<file path="src/rtl/cop_ctrl_pkg.sv">
package cop_ctrl_pkg;
    typedef enum logic [1:0] {
        ST_IDLE  = 2'd0,
        ST_RUN   = 2'd1,
        ST_PWRDN = 2'd2
    } run_state_e;

    localparam int DATA_W = 32;
    localparam int CODE_W = 16;
    localparam int ERR_W  = 4;

    localparam logic [1:0] RA_PTR   = 2'd0;
    localparam logic [1:0] RA_START = 2'd1;
    localparam logic [1:0] RA_CTRL  = 2'd2;

    localparam int CB_BUSY  = 0;
    localparam int CB_DONE  = 1;
    localparam int CB_SRST  = 2;
    localparam int CB_ACK   = 3;
    localparam int CB_IRQEN = 4;

    localparam int SB_PWDN = 8;
    localparam int SB_ERR  = 12;
    localparam int SB_CODE = 16;
endpackage

</file>
<file path="src/rtl/cop_run_fsm.sv">
module cop_run_fsm
    import cop_ctrl_pkg::*;
(
    input  logic clk,
    input  logic rst_n,
    input  logic host_run_wr,
    input  logic host_run_val,
    input  logic seq_clr_busy,
    input  logic pwdn_req,
    output logic busy,
    output logic seq_clk_en,
    output logic start_pulse,
    output logic pwr_down
);
    run_state_e state_q, state_d;
    logic       pulse_q;

    always_comb begin
        state_d = state_q;
        unique case (state_q)
            ST_IDLE: begin
                if (pwdn_req)
                    state_d = ST_PWRDN;
                else if (host_run_wr && host_run_val)
                    state_d = ST_RUN;
            end
            ST_RUN: begin
                if ((host_run_wr && !host_run_val) || seq_clr_busy)
                    state_d = pwdn_req ? ST_PWRDN : ST_IDLE;
            end
            ST_PWRDN: state_d = ST_PWRDN;
            default:  state_d = ST_IDLE;
        endcase
    end

    always_ff @(posedge clk or negedge rst_n) begin
        if (!rst_n) state_q <= ST_IDLE;
        else        state_q <= state_d;
    end

    always_ff @(posedge clk or negedge rst_n) begin
        if (!rst_n) pulse_q <= 1'b0;
        else        pulse_q <= (state_q == ST_IDLE) && (state_d == ST_RUN);
    end

    always_comb begin
        busy        = (state_q == ST_RUN);
        seq_clk_en  = (state_q == ST_RUN);
        pwr_down    = (state_q == ST_PWRDN);
        start_pulse = pulse_q;
    end

    // start-fetch pulse lasts one cycle and only during a run
    a_r2_pulse_single: assert property (@(posedge clk) disable iff (!rst_n)
        start_pulse |=> !start_pulse);
    a_r2_pulse_in_run: assert property (@(posedge clk) disable iff (!rst_n)
        start_pulse |-> busy);
    // power-down is left only by hardware reset
    a_r8_pwdn_sticky: assert property (@(posedge clk) disable iff (!rst_n)
        pwr_down |=> pwr_down);
endmodule

</file>
<file path="src/rtl/cop_status_regs.sv">
module cop_status_regs
    import cop_ctrl_pkg::*;
(
    input  logic              clk,
    input  logic              rst_n,
    input  logic              ctrl_wr,
    input  logic [DATA_W-1:0] ctrl_data,
    input  logic              running,
    input  logic              seq_set_done,
    input  logic              seq_post,
    input  logic [CODE_W-1:0] seq_code,
    input  logic [ERR_W-1:0]  seq_err,
    input  logic              seq_pwdn_req,
    output logic              done,
    output logic              irq_en,
    output logic [CODE_W-1:0] code,
    output logic [ERR_W-1:0]  err,
    output logic              pwdn_req
);
    logic h_srst, h_ack, h_set;

    always_comb begin
        h_srst = ctrl_wr && ctrl_data[CB_SRST] && !ctrl_data[CB_BUSY];
        h_ack  = ctrl_wr && ctrl_data[CB_ACK];
        h_set  = ctrl_wr && ctrl_data[CB_DONE];
    end

    always_ff @(posedge clk or negedge rst_n) begin
        if (!rst_n) begin
            done     <= 1'b0;
            irq_en   <= 1'b0;
            code     <= '0;
            err      <= '0;
            pwdn_req <= 1'b0;
        end else begin
            if (h_srst || h_ack)
                done <= 1'b0;
            else if (h_set || (running && seq_set_done))
                done <= 1'b1;
            if (ctrl_wr)
                irq_en <= ctrl_data[CB_IRQEN];
            if (h_srst) begin
                code <= '0;
                err  <= '0;
            end else if (running && seq_post) begin
                code <= seq_code;
                err  <= seq_err;
            end
            if (running && seq_pwdn_req)
                pwdn_req <= 1'b1;
        end
    end

    // acknowledge always wins over a done set
    a_r4_ack_clears: assert property (@(posedge clk) disable iff (!rst_n)
        (ctrl_wr && ctrl_data[CB_ACK]) |=> !done);
    // power-down request is sticky
    a_r8_req_sticky: assert property (@(posedge clk) disable iff (!rst_n)
        pwdn_req |=> pwdn_req);
endmodule

</file>
<file path="src/rtl/cop_ptr_regs.sv">
module cop_ptr_regs
    import cop_ctrl_pkg::*;
#(
    parameter logic [DATA_W-1:0] UCODE_BASE = 32'h0000_1000
) (
    input  logic              clk,
    input  logic              rst_n,
    input  logic              busy,
    input  logic              wr_en,
    input  logic [1:0]        wr_addr,
    input  logic [DATA_W-1:0] wr_data,
    output logic [DATA_W-1:0] param_ptr,
    output logic [DATA_W-1:0] start_addr,
    output logic [1:0]        start_op,
    output logic              start_op_valid
);
    localparam int OP_SPAN = 16;
    logic [DATA_W-1:0] offset;

    always_ff @(posedge clk or negedge rst_n) begin
        if (!rst_n) begin
            param_ptr  <= '0;
            start_addr <= '0;
        end else if (wr_en && !busy) begin
            if (wr_addr == RA_PTR)   param_ptr  <= wr_data;
            if (wr_addr == RA_START) start_addr <= wr_data;
        end
    end

    always_comb begin
        offset         = start_addr - UCODE_BASE;
        start_op       = offset[3:2];
        start_op_valid = (offset < DATA_W'(OP_SPAN)) && (offset[1:0] == 2'b00);
    end

    // pointers frozen during a run
    a_r10_ptr_frozen: assert property (@(posedge clk) disable iff (!rst_n)
        busy |=> ($stable(param_ptr) && $stable(start_addr)));
endmodule

</file>
<file path="src/rtl/cop_cmd_ctrl.sv">
module cop_cmd_ctrl
    import cop_ctrl_pkg::*;
#(
    parameter logic [31:0] UCODE_BASE = 32'h0000_1000
) (
    input  logic        clk,
    input  logic        rst_n,
    input  logic        host_wr_en,
    input  logic [1:0]  host_wr_addr,
    input  logic [31:0] host_wr_data,
    input  logic [1:0]  host_rd_addr,
    output logic [31:0] host_rd_data,
    input  logic        seq_clr_busy,
    input  logic        seq_set_done,
    input  logic        seq_post,
    input  logic [15:0] seq_code,
    input  logic [3:0]  seq_err,
    input  logic        seq_pwdn_req,
    output logic        seq_clk_en,
    output logic        irq,
    output logic        start_pulse,
    output logic [31:0] start_addr,
    output logic [31:0] param_ptr,
    output logic [1:0]  start_op,
    output logic        start_op_valid,
    output logic        pwr_down
);
    logic              ctrl_wr;
    logic              busy;
    logic              done, irq_en, pwdn_req;
    logic [CODE_W-1:0] code;
    logic [ERR_W-1:0]  err;
    logic [DATA_W-1:0] status;

    assign ctrl_wr = host_wr_en && (host_wr_addr == RA_CTRL);

    cop_run_fsm u_fsm (
        .clk          (clk),
        .rst_n        (rst_n),
        .host_run_wr  (ctrl_wr),
        .host_run_val (host_wr_data[CB_BUSY]),
        .seq_clr_busy (seq_clr_busy),
        .pwdn_req     (pwdn_req),
        .busy         (busy),
        .seq_clk_en   (seq_clk_en),
        .start_pulse  (start_pulse),
        .pwr_down     (pwr_down)
    );

    cop_status_regs u_status (
        .clk          (clk),
        .rst_n        (rst_n),
        .ctrl_wr      (ctrl_wr),
        .ctrl_data    (host_wr_data),
        .running      (busy),
        .seq_set_done (seq_set_done),
        .seq_post     (seq_post),
        .seq_code     (seq_code),
        .seq_err      (seq_err),
        .seq_pwdn_req (seq_pwdn_req),
        .done         (done),
        .irq_en       (irq_en),
        .code         (code),
        .err          (err),
        .pwdn_req     (pwdn_req)
    );

    cop_ptr_regs #(.UCODE_BASE(UCODE_BASE)) u_ptr (
        .clk            (clk),
        .rst_n          (rst_n),
        .busy           (busy),
        .wr_en          (host_wr_en),
        .wr_addr        (host_wr_addr),
        .wr_data        (host_wr_data),
        .param_ptr      (param_ptr),
        .start_addr     (start_addr),
        .start_op       (start_op),
        .start_op_valid (start_op_valid)
    );

    always_comb begin
        status                          = '0;
        status[SB_CODE +: CODE_W]       = code;
        status[SB_ERR +: ERR_W]         = err;
        status[SB_PWDN]                 = pwdn_req;
        status[CB_IRQEN]                = irq_en;
        status[CB_DONE]                 = done;
        status[CB_BUSY]                 = busy;
        irq                             = done && irq_en;
        unique case (host_rd_addr)
            RA_PTR:   host_rd_data = param_ptr;
            RA_START: host_rd_data = start_addr;
            RA_CTRL:  host_rd_data = status;
            default:  host_rd_data = '0;
        endcase
    end

    // clock enable falls after a host stop
    a_r3_stop_drops_clk: assert property (@(posedge clk) disable iff (!rst_n)
        (ctrl_wr && !host_wr_data[CB_BUSY]) |=> !seq_clk_en);
endmodule

</file>
<file path="config.mk">
export PLATFORM = sky130hd
export DESIGN_NAME = cop_cmd_ctrl
export DESIGN_NICKNAME = d
export VERILOG_FILES = /design/src/rtl/cop_ctrl_pkg.sv /design/src/rtl/cop_run_fsm.sv /design/src/rtl/cop_status_regs.sv /design/src/rtl/cop_ptr_regs.sv /design/src/rtl/cop_cmd_ctrl.sv
export SDC_FILE = /design/constraint.sdc
export NUM_CORES = 1
export LEC_CHECK = 0
export BUFFER_PORTS_ARGS = -buffer_cell sky130_fd_sc_hd__clkbuf_2
export CORE_MARGIN = 2
export CORE_UTILIZATION = 44
export DETAILED_ROUTE_END_ITERATION = 6
export GPL_ROUTABILITY_DRIVEN = 0
export HOLD_SLACK_MARGIN = 0.08
export MAX_ROUTING_LAYER = met4
export PLACE_DENSITY_LB_ADDON = 0.08
export SYNTH_ARGS = -nofsm -noshare
export SYNTH_HDL_FRONTEND = slang
export SYNTH_SLANG_ARGS = --single-unit
</file>
<file path="constraint.sdc">
create_clock -name clk -period 1.61 [get_ports clk]
set_input_delay 0.0805 -clock clk [delete_from_list [all_inputs] [get_ports clk]]
set_output_delay 0.0805 -clock clk [all_outputs]
set_load 0.05 [all_outputs]
</file>
==> flow_summary.yaml <==
outcome:
  status: "complete, but fails checks"
  violations: "negative setup slack"
drt:
  drt_pass1_iterations: 4
  route.detailed.drc: 0
  drt-total-wl_mm: 13.17
  via_per_inst: 5.073
  routed-via-count: 3820
  drtAntennaViolNets: 0
  drt_iter0_markers: 140
  wl_per_cell_um: 17.49
logic_synthesis:
  yosysWarningCount: 0
  synth-seq-cells: 90
  synth_fp_nets: 433
  synth_top_area_share_pct: 52.80
  yosys.cell_types.count: 36
  synthFlopType: "dfrtp_1"
  synthTopCellsByArea: "dfrtp_1 53%, mux2_2 15%, mux2i_1 7.5%"
  synth_top_area_cell: "dfrtp_1"
  synth_edf_count: 0
  async_reset_ff_share_pct: 100.0
  synth_cells: 370
  syn_avg_cell_area_um2: 11.53
  syn_area_um2: 4265
  synth-seq-area-share_pct: 52.80
clocking:
  cts_buffer_depth: 2
  cts_root_buffer: "clkbuf_8"
  clk_pin_slew_ns: 0.10
  cts_buffers: 9
  tritoncts: "yes"
  htree_levels: 3
  cts_sinks: 90
  clkLatencyLatePin_ns: 0.36
grt:
  grt_pass1_vias: 3935
  grt_max_degree: 38
  grt-ovfl-total: 0
  gr-usage-all-layers_pct: 25.94
  grt_pass1_wl_mm: 19.82
  antenna_found_initial: 0
timing:
  clock.fmax_mhz: 472.1
  fin_tns_setup_ns: -0.5088
  post-route-period-util_pct: 131.6
  fin_crit_ns: 2.118
  worst_pin_slew_ns: 0.4418
  setup_slack_ns: -0.5080
  skew_ns: 0.01367
  rsz0062_at_grt: "true"
  maxSlewHeadroom_pct: 70.55
  hold_viol: 0
  setup_viol: 2
  finalMaxSlewViolations: 0
flow_run:
  maxCapViolCount: 0
setup_path:
  cp-start-kind: "flop"
  worstPathArrival_ns: 2.04
  critical_path_class: "reg -> out"
  endpoint_kind: "output pin"
  crit_path_max_fanout: 2
  critPathRequiredTime_ns: 1.53
die:
  die_x_um: 102.5
  initial_core_util_pct: 45.73
  die_h_um: 102.5
  rows: 35
  num_io_pins: 166
  core-area_um2: 9328
  dieArea_um2: 10500
cells_and_area:
  register_area_um2: 2256
  nets: 682
  fin_util_pct: 72.78
  final_cell_mix: "145 x clkbuf_2, 87 x dfrtp_1, 66 x nand2_1"
  diodes: 0
  final_cells: 753
  fill_cells: 683
  areaGrowthSynthToFinish_pct: 59.17
  layout-drive-gt1-share_pct: 49.52
  multi_input_area_um2: 2038
  layout_commonest_cell: "clkbuf_2"
pwr:
  p_leak_nw: 3.269
  ir_drop_v: 0.0007873
  power_per_cell_area_nw_per_um2: 1259
placement:
  place_hpwl_mm: 9.180
  port_buffers: 165
  placed_cells: 680
hold_path:
  hold_class: "in -> reg"
## final cells by class
cell class / instances / area share (%)
sequential: 90 / 33.23
timing repair buffer: 265 / 31.18
multi-input combinational: 252 / 30.02
tap: 129 / 2.377
clock buffer: 12 / 2.285
clock inverter: 4 / 0.8478
inverter: 1 / 0.05529
## critical path, cell delays in order, from the launching register on
cell	delay [ns]
dfrtp_2	0.42
or3_4	0.38
o41ai_2	0.21
nand4_1	0.17
a2111oi_4	0.30
buf_12	0.19
## per-layer routing
metal	routed length, µm	GRT usage (%)
met2	6480	43.64
met4	203	8.513
met3	688	3.488
met1	5796	32.39
met5	0	-
## per-stage QoR
step | setup WS, ns | hold WS, ns | instance area [µm²] | power, W
after floorplan | -0.3947 | -0.2151 | 4427 | 0.005420
after global placement | -0.09418 | 0.05149 | 5921 | 0.006724
after detailed placement | -0.1408 | 0.05188 | 5921 | 0.006770
after CTS | -0.5300 | 0.08178 | 6695 | 0.008541
after global routing | -0.6030 | 0.1378 | 6789 | 0.008906
final | -0.5080 | 0.09303 | 6789 | 0.008546
## synthesized netlist by cell type, types with 2 or more instances
cell,count
mux2_2,57
nor4_1,5
a21oi_1,21
mux2i_1,32
buf_4,2
and3_1,2
clkbuf_1,11
dfrtp_1,90
nor2_1,10
nor2b_1,3
nand3_1,2
nor3_1,2
and2_1,2
o21ai_0,27
buf_2,7
mux2_4,3
nand2_1,66
buf_6,7
mux2_1,4
## path summary, 6_finish.rpt
| kind | from | to | slack [ns] | cells after the start |
|---|---|---|---|---|
| setup / recovery | u_ptr.start_addr[12] | start_op_valid | -0.51 | 5 |
| hold / removal | seq_clr_busy | u_fsm.state_q[0] | 0.09 | 4 |
| setup reg to reg | u_fsm.state_q[0] | u_ptr.param_ptr[0] | 0 | 5 |
| hold reg to reg | u_status.code[5] | u_status.code[5] | 0.53 | 2 |
| max in group asynchronous | rst_n | u_ptr.start_addr[19] | 0.84 | 3 |
| min in group asynchronous | rst_n | u_status.code[6] | 0.19 | 2 |
## kinds of logic after synthesis
family	share of synthesized area [%]
multiplexers	24.67
AND/OR/NAND/NOR	10.74
XOR/XNOR	0.2054
buffers and inverters	4.077
AO/OA/AOI/OAI	7.510
flip-flops	52.80
## state kept, by name (all words and copies together) (netlist names), 2 cells and up
| register | count |
|---|---|
| u_status.code | 16 |
| u_ptr.start_addr | 32 |
| u_fsm.state_q | 2 |
| u_ptr.param_ptr | 32 |
| u_status.err | 4 |
## where the power goes
| part | internal (W) | switching, W | total [W] |
|---|---|---|---|
| clock network | 0.000821 | 0.000833 | 0.00165 |
| logic | 0.00140 | 0.00253 | 0.00393 |
| registers | 0.00265 | 0.000310 | 0.00296 |
## timing repair
action	4_1_cts	5_1_grt
endpoints found under the hold margin	177	0
gates resized for setup	7	8
setup endpoints to repair	6	20
hold buffers	54	0
gates cloned	0	2
buffers inserted	0	1
pin swaps	0	1
Power figures use the tool's default switching activity.
